==> config.mk <==
export PLATFORM = sky130hd
export DESIGN_NAME = idle_clkgate_ctrl
export DESIGN_NICKNAME = d
export VERILOG_FILES = /design/src/rtl/icg_pkg.sv /design/src/rtl/icg_regs.sv /design/src/rtl/icg_idle_ctl.sv /design/src/rtl/icg_restart.sv /design/src/rtl/icg_en_gen.sv /design/src/rtl/idle_clkgate_ctrl.sv
export SDC_FILE = /design/constraint.sdc
export NUM_CORES = 1
export LEC_CHECK = 0
export ABC_AREA = 1
export CORE_UTILIZATION = 45
export CTS_BUF_LIST = sky130_fd_sc_hd__clkbuf_16
export DETAILED_ROUTE_END_ITERATION = 8
export HOLD_SLACK_MARGIN = 0.02
export MAX_ROUTING_LAYER = met4
export PLACE_DENSITY_LB_ADDON = 0.25
export SLEW_MARGIN = 30
export SYNTH_ARGS = -nofsm -noshare
export SYNTH_HDL_FRONTEND = slang
export SYNTH_HIERARCHICAL = 1
export SYNTH_SLANG_ARGS = --single-unit
==> constraint.sdc <==
create_clock -name clk -period 1.4 [get_ports clk]
set_input_delay 0.21 -clock clk [delete_from_list [all_inputs] [get_ports clk]]
set_output_delay 0.21 -clock clk [all_outputs]
set_load 0.02 [all_outputs]
==> src/rtl/icg_pkg.sv <==
package icg_pkg;
   localparam int NDOM = 7;

   // domain indices: shared by static enables and ck_en_o
   localparam int DOM_WDG = 0;
   localparam int DOM_REF = 1;
   localparam int DOM_PER = 2;
   localparam int DOM_TMR = 3;
   localparam int DOM_BUS = 4;
   localparam int DOM_DMA = 5;
   localparam int DOM_TCC = 6;

   // idle register bit positions
   localparam int IB_STOP_WDG = 0;
   localparam int IB_STOP_REF = 1;
   localparam int IB_STOP_PER = 2;
   localparam int IB_STOP_IFC = 6;
   localparam int IB_PLL_EN   = 7;
   localparam int IB_STOP_TMR = 9;
   localparam int IB_WAKE_ANY = 10;
   localparam int IB_IDLE_GO  = 11;

   // static enable register bit positions beyond the domain bits
   localparam int EB_DMA_ONREQ = 8;

   localparam int MIN_CFG_W = IB_IDLE_GO + 1;

   localparam logic [1:0] SEL_IDLE = 2'd0;
   localparam logic [1:0] SEL_EN   = 2'd1;
   localparam logic [1:0] SEL_DLY  = 2'd2;

   typedef struct packed {
      logic            wake_any;
      logic            pll_en;
      logic            dma_onreq;
      logic [NDOM-1:0] stop;
      logic [NDOM-1:0] static_en;
   } cfg_t;
endpackage

==> src/rtl/icg_regs.sv <==
module icg_regs
   import icg_pkg::*;
#(
   parameter int CFG_W = 16,
   parameter int DLY_W = 5
) (
   input  logic             clk,
   input  logic             rst_n,
   input  logic             wr_en,
   input  logic [1:0]       wr_sel,
   input  logic [CFG_W-1:0] wr_data,
   output cfg_t             cfg,
   output logic [DLY_W-1:0] dly,
   output logic             idle_go
);
   logic            stop_wdg_q, stop_ref_q, stop_per_q, stop_tmr_q, stop_ifc_q;
   logic            pll_en_q, wake_any_q, dma_onreq_q;
   logic [NDOM-1:0] en_q;
   logic [DLY_W-1:0] dly_q;

   logic wr_idle, wr_en_reg, wr_dly;
   assign wr_idle   = wr_en && (wr_sel == SEL_IDLE);
   assign wr_en_reg = wr_en && (wr_sel == SEL_EN);
   assign wr_dly    = wr_en && (wr_sel == SEL_DLY);

   always_ff @(posedge clk or negedge rst_n) begin
      if (!rst_n) begin
         stop_wdg_q  <= 1'b0;
         stop_ref_q  <= 1'b0;
         stop_per_q  <= 1'b0;
         stop_tmr_q  <= 1'b0;
         stop_ifc_q  <= 1'b0;
         pll_en_q    <= 1'b0;
         wake_any_q  <= 1'b0;
      end else if (wr_idle) begin
         stop_wdg_q  <= wr_data[IB_STOP_WDG];
         stop_ref_q  <= wr_data[IB_STOP_REF];
         stop_per_q  <= wr_data[IB_STOP_PER];
         stop_tmr_q  <= wr_data[IB_STOP_TMR];
         stop_ifc_q  <= wr_data[IB_STOP_IFC];
         pll_en_q    <= wr_data[IB_PLL_EN];
         wake_any_q  <= wr_data[IB_WAKE_ANY];
      end
   end

   always_ff @(posedge clk or negedge rst_n) begin
      if (!rst_n) begin
         en_q        <= '1;
         dma_onreq_q <= 1'b0;
      end else if (wr_en_reg) begin
         en_q        <= wr_data[NDOM-1:0];
         dma_onreq_q <= wr_data[EB_DMA_ONREQ];
      end
   end

   always_ff @(posedge clk or negedge rst_n) begin
      if (!rst_n)      dly_q <= '0;
      else if (wr_dly) dly_q <= wr_data[DLY_W-1:0];
   end

   // idle-go is a write-one pulse, not a stored bit
   assign idle_go = wr_idle && wr_data[IB_IDLE_GO];

   always_comb begin
      cfg           = '0;
      cfg.static_en = en_q;
      cfg.dma_onreq = dma_onreq_q;
      cfg.pll_en    = pll_en_q;
      cfg.wake_any  = wake_any_q;
      cfg.stop[DOM_WDG] = stop_wdg_q;
      cfg.stop[DOM_REF] = stop_ref_q;
      cfg.stop[DOM_PER] = stop_per_q;
      cfg.stop[DOM_TMR] = stop_tmr_q;
      cfg.stop[DOM_BUS] = stop_ifc_q;
      cfg.stop[DOM_DMA] = stop_ifc_q;
      cfg.stop[DOM_TCC] = stop_ifc_q;
   end

   assign dly = dly_q;
endmodule

==> src/rtl/icg_idle_ctl.sv <==
module icg_idle_ctl #(
   parameter int SYNC_STAGES = 2
) (
   input  logic clk,
   input  logic rst_n,
   input  logic idle_req,
   input  logic idle_go,
   input  logic irq,
   input  logic wake_n,
   input  logic wake_any,
   output logic idle_nxt,
   output logic idle_q
);
   logic pin_low;

   generate
      if (SYNC_STAGES == 0) begin : g_nosync
         assign pin_low = ~wake_n;
      end else begin : g_sync
         logic [SYNC_STAGES-1:0] sh_q;
         always_ff @(posedge clk or negedge rst_n) begin
            if (!rst_n) begin
               sh_q <= '1;
            end else begin
               sh_q[0] <= wake_n;
               for (int i = 1; i < SYNC_STAGES; i++) sh_q[i] <= sh_q[i-1];
            end
         end
         assign pin_low = ~sh_q[SYNC_STAGES-1];
      end
   endgenerate

   logic wake;
   assign wake = irq && (wake_any || pin_low);

   always_comb begin
      if (idle_q) idle_nxt = ~wake;
      else        idle_nxt = idle_req | idle_go;
   end

   always_ff @(posedge clk or negedge rst_n) begin
      if (!rst_n) idle_q <= 1'b0;
      else        idle_q <= idle_nxt;
   end
endmodule

==> src/rtl/icg_restart.sv <==
module icg_restart #(
   parameter int DLY_W = 5
) (
   input  logic             clk,
   input  logic             rst_n,
   input  logic             pwr_ok,
   input  logic [DLY_W-1:0] dly,
   output logic             hold
);
   logic             pwr_q;
   logic [DLY_W-1:0] cnt_q;
   logic             rise;

   assign rise = pwr_ok & ~pwr_q;

   always_ff @(posedge clk or negedge rst_n) begin
      if (!rst_n) begin
         pwr_q <= 1'b1;
         cnt_q <= '0;
      end else begin
         pwr_q <= pwr_ok;
         if (rise)              cnt_q <= dly;
         else if (cnt_q != '0)  cnt_q <= cnt_q - 1'b1;
      end
   end

   assign hold = ~pwr_ok | rise | (cnt_q != '0);
endmodule

==> src/rtl/icg_en_gen.sv <==
module icg_en_gen
   import icg_pkg::*;
(
   input  logic            clk,
   input  logic            rst_n,
   input  logic            idle_nxt,
   input  logic            hold,
   input  cfg_t            cfg,
   input  logic            dsp_idle,
   input  logic            dma_req,
   input  logic            posted_wr,
   input  logic            wdog_mode,
   output logic [NDOM-1:0] ck_en,
   output logic            cpu_en,
   output logic            pll_idle
);
   logic [NDOM-1:0] run_c;

   generate
      for (genvar d = 0; d < NDOM; d++) begin : g_dom
         logic stop_c;
         if (d == DOM_TCC) begin : g_tc
            assign stop_c = idle_nxt & cfg.stop[d] & dsp_idle;
         end else begin : g_plain
            assign stop_c = idle_nxt & cfg.stop[d];
         end

         if (d == DOM_DMA) begin : g_dma
            assign run_c[d] = cfg.static_en[d] & ~hold &
                              (cfg.dma_onreq ? dma_req : ~stop_c);
         end else if (d == DOM_WDG) begin : g_wdg
            assign run_c[d] = (cfg.static_en[d] & ~hold & ~stop_c) | wdog_mode;
         end else begin : g_gen
            assign run_c[d] = cfg.static_en[d] & ~hold & ~stop_c;
         end

         always_ff @(posedge clk or negedge rst_n) begin
            if (!rst_n) ck_en[d] <= 1'b1;
            else        ck_en[d] <= run_c[d];
         end
      end
   endgenerate

   logic pll_c;
   assign pll_c = cfg.pll_en & idle_nxt & dsp_idle & ~dma_req & ~posted_wr &
                  ~run_c[DOM_PER] & ~run_c[DOM_BUS];

   always_ff @(posedge clk or negedge rst_n) begin
      if (!rst_n) begin
         cpu_en   <= 1'b1;
         pll_idle <= 1'b0;
      end else begin
         cpu_en   <= ~idle_nxt & ~hold;
         pll_idle <= pll_c;
      end
   end
endmodule

==> src/rtl/idle_clkgate_ctrl.sv <==
module idle_clkgate_ctrl
   import icg_pkg::*;
#(
   parameter int CFG_W       = 16,
   parameter int DLY_W       = 5,
   parameter int SYNC_STAGES = 2
) (
   input  logic             clk,
   input  logic             rst_n,
   input  logic             wr_en,
   input  logic [1:0]       wr_sel,
   input  logic [CFG_W-1:0] wr_data,
   input  logic             idle_req_i,
   input  logic             irq_i,
   input  logic             wake_n_i,
   input  logic             dsp_idle_i,
   input  logic             dma_req_i,
   input  logic             posted_wr_i,
   input  logic             wdog_mode_i,
   input  logic             pwr_ok_i,
   output logic [NDOM-1:0]  ck_en_o,
   output logic             cpu_ck_en_o,
   output logic             idle_o,
   output logic             pll_idle_o
);
   generate
      if (CFG_W < MIN_CFG_W) begin : g_bad_cfg_w
         $error("CFG_W too narrow for the idle register");
      end
      if (DLY_W < 1 || DLY_W > CFG_W) begin : g_bad_dly_w
         $error("DLY_W must lie in 1..CFG_W");
      end
      if (SYNC_STAGES < 0 || SYNC_STAGES > 4) begin : g_bad_sync
         $error("SYNC_STAGES must lie in 0..4");
      end
   endgenerate

   cfg_t             cfg_q;
   logic [DLY_W-1:0] dly;
   logic             idle_go;
   logic             idle_nxt;
   logic             hold;

   icg_regs #(.CFG_W(CFG_W), .DLY_W(DLY_W)) u_regs (
      .clk     (clk),
      .rst_n   (rst_n),
      .wr_en   (wr_en),
      .wr_sel  (wr_sel),
      .wr_data (wr_data),
      .cfg     (cfg_q),
      .dly     (dly),
      .idle_go (idle_go)
   );

   icg_idle_ctl #(.SYNC_STAGES(SYNC_STAGES)) u_idle (
      .clk      (clk),
      .rst_n    (rst_n),
      .idle_req (idle_req_i),
      .idle_go  (idle_go),
      .irq      (irq_i),
      .wake_n   (wake_n_i),
      .wake_any (cfg_q.wake_any),
      .idle_nxt (idle_nxt),
      .idle_q   (idle_o)
   );

   icg_restart #(.DLY_W(DLY_W)) u_rst (
      .clk    (clk),
      .rst_n  (rst_n),
      .pwr_ok (pwr_ok_i),
      .dly    (dly),
      .hold   (hold)
   );

   icg_en_gen u_en (
      .clk       (clk),
      .rst_n     (rst_n),
      .idle_nxt  (idle_nxt),
      .hold      (hold),
      .cfg       (cfg_q),
      .dsp_idle  (dsp_idle_i),
      .dma_req   (dma_req_i),
      .posted_wr (posted_wr_i),
      .wdog_mode (wdog_mode_i),
      .ck_en     (ck_en_o),
      .cpu_en    (cpu_ck_en_o),
      .pll_idle  (pll_idle_o)
   );
endmodule

==> flow_summary.ini <==
[run_status]
outcome = completed

[clock_network]
cts_root_buf = clkbuf_16
clock_latency_ns = 0.27
cts_hold_buf = 0
clkSinkCount = 38
cts_made_buffers = 5
cts.htree.levels = 2
clk_path_buf_depth = 2
cts_tree = yes
clk_pin_slew_worst_paths_ns = 0.06

[power_and_ir_drop]
pwr-share-seq_pct = 43.5
finalPower_w = 0.003295
peakVddDrop_uv = 686.3
powerDensity_mw_per_mm2 = 1399
pwr-share-comb_pct = 25.5
swShare_pct = 28.52
clockPowerShare_pct = 31.0
intPower_w = 0.002355
p_sw_w = 0.0009397
power.leakage_nw = 1.226

[synth]
synthCells = 207
ys_ff_latch = 38
synth-xor-area-share_pct = 0
synth_enable_flop_cells = 0
yosysWarnings = 6
ys_types = 20
synthSimpleGateAreaFrac_pct = 31.45
ys_seq_area_share_pct = 54.98
synthAdderAreaFrac_pct = 0.7067
synth_area_leaders = dfrtp_1 28%, dfstp_2 27%, nand2_1 16%
synth_top_family_by_area = simple AND/OR/NAND/NOR gates
async_flop_share_pct = 100.0
syn-num-nets = 237
syn-cell-area_mm2 = 0.001770
synth_top_area_share_pct = 28.27
synth-compound-area-share_pct = 1.696
avgSynthCellArea_um2 = 8.553
synth_top_area_cell = dfrtp_1
synth_top_flop_cell = dfrtp_1
yosys-mux-area-fraction_pct = 0

[critical_path]
path_class = reg -> reg
endpoint_kind = register
required_ns = 1.56
cp_top_family = simple AND/OR/NAND/NOR gates
worst-path-buf-inv = 2
crit_chain = inv_2 -> ha_4 -> nand2_2 -> nor2_4 -> nand3_2 -> inv_4 -> nand3_2 -> nand2_2 -> nor2_2
slowest_delay_ns = 0.38
start_kind = register
cp.arrival_ns = 1.49
cp_slowest_cell = dfrtp_1
worstPathMaxFanout = 7

[die]
dieHeight_um = 64.73
start_util_pct = 47.64
rows = 22
fp.dieW_um = 64.73
die-area_mm2 = 0.004189
io_pins = 39
core_area_mm2 = 0.003716

[routing]
vias_per_cell = 4.832
drt_first_pass_iters = 4
wire_per_inst_um = 11.31
drcViolationCount = 0
met2_length_mm = 1.571
dr_total_vias = 1435
final_antenna_net_count = 0
wl_met3_um = 188
drt-total-wl_mm = 3.359
wl_met1_mm = 1.580
maxUsedRoutingLayer = met4
drt_iter0_markers = 59

[sta]
drv_slew = 0
setup_violations = 0
fin_crit_ns = 1.329
skew_ns = 0.005972
rsz0062_at_grt = true
worst_slew_pin_slew_ns = 0.2336
hold_viol = 0
min_period_over_period_pct = 94.90
setup_slack_ns = 0.07135
maxSlewHeadroom_pct = 84.43
fmax_mhz = 752.6

[place]
post-place-ws_ns = -0.3076
dp_hpwl_mm = 2.417
place_area_mm2 = 0.002170
place_congestion = 0.7726
portBuffers = 34

[job]
drv_cap = 0

[finish]
drive_above_1_share_pct = 24.10
final_cell_area_mm2 = 0.002355
antenna_cells = 0
nets = 278
area_delta_synth_final_pct = 33.00

[global_routing]
overflow = 0
grt_pass1_wl_mm = 5.692
grt_pass1_vias = 1259
grt_max_degree = 39
grt_usage_pct = 18.45
grt_antenna_before_repair = 0

[worst_hold_path]
hold_class = in -> async
==> cell families after synthesis <==
| family | count (synthesis) |
|---|---|
| fa+ha+maj | 1 |
| simple gates | 124 |
| flops | 38 |
| buf+inv | 38 |
| compound gates | 6 |
==> cell usage in the layout, fill, tap and decap left out, drive strengths merged <==
cell,n
ha,1
inv,24
dlygate4sd2,10
nand4,14
or2,1
clkinv,2
dfrtp,20
dfstp,18
nand2,78
buf,15
o21ai,2
clkbuf,5
nor2,12
clkdlybuf4s50,22
nand3,19
dlymetal6s2s,2
a21oi,4
==> repair_timing <==
item | in CTS | in global routing
buffers inserted | 0 | 2
pin swaps | 1 | 3
setup endpoints to repair | 13 | 3
resized for setup | 15 | 9
==> routing by layer <==
| layer | track usage (%) | vias to the layer above |
|---|---|---|
| met5 | - | - |
| met2 | 26.82 | 43 |
| met4 | 5.000 | 0 |
| met3 | 4.401 | 2 |
| met1 | 25.84 | 663 |
| li1 | - | 727 |
==> flip-flops by register name (all words and copies together), names as in the netlist, 2 cells and up <==
register,count
u_en/ck_en,7
u_regs/en_q,7
u_regs/dly,5
u_rst/cnt_q,5
u_idle/g_sync.sh_q,2
==> layout make-up <==
type | instances | area, um2
Fill cell | 346 | 1361
Sequential cell | 38 | 973.4
Multi-Input combinational cell | 131 | 636.9
Timing Repair Buffer | 49 | 457.9
Clock buffer | 5 | 125.1
Inverter | 23 | 88.84
Tap cell | 48 | 60.06
Clock inverter | 3 | 12.51
==> per-stage QoR <==
stage | std cells | setup TNS (ns) | utilization, % | hold WS [ns]
after floorplan | 207 | 0 | - | -0.08559
after detailed placement | 287 | -2.101 | 58.38 | 0.3544
final | 297 | 0 | 63.37 | 0.3121
after CTS | 295 | 0 | 62.29 | 0.3174
after global placement | 287 | -1.583 | 58.38 | 0.3501
after global routing | 297 | -0.01920 | 63.37 | 0.3410
==> synthesized netlist by cell type (3+ instances only) <==
library cell,number
dfrtp_1,20
nand3_1,18
nand2_1,76
buf_4,12
nor2_2,3
nand4_1,14
inv_2,5
nor2_1,8
a21oi_1,4
inv_1,18
dfstp_2,18
==> power groups by stage <==
stage                     clock network, W  registers [W]  logic [W]
after detailed placement                 0        0.00144   0.000772
after floorplan                          0        0.00143   0.000511
after global placement                   0        0.00144   0.000754
after global routing               0.00110        0.00146   0.000972
after CTS                          0.00105        0.00143   0.000809
final                              0.00102        0.00143   0.000840
==> worst paths after layout <==
check | startpoint | end | slack [ns] | cells past startpoint
setup / recovery | u_rst/cnt_q[0]$_DFFE_PN0P_ | u_en/pll_idle$_DFF_PN0_ | 0.07 | 9
hold / removal | rst_n | u_regs/stop_ifc_q$_DFFE_PN0P_ | 0.31 | 2
max in group asynchronous | rst_n | u_regs/en_q[0]$_DFFE_PN1P_ | 0.84 | 2
min in group clk | wake_n_i | u_idle/g_sync.sh_q[0]$_DFF_PN1_ | 0.34 | 1
hold reg to reg | u_idle/g_sync.sh_q[0]$_DFF_PN1_ | u_idle/g_sync.sh_q[1]$_DFF_PN1_ | 0.36 | 0
setup reg to reg | u_rst/cnt_q[0]$_DFFE_PN0P_ | u_en/pll_idle$_DFF_PN0_ | 0.07 | 9
Power figures use the tool's default switching activity.
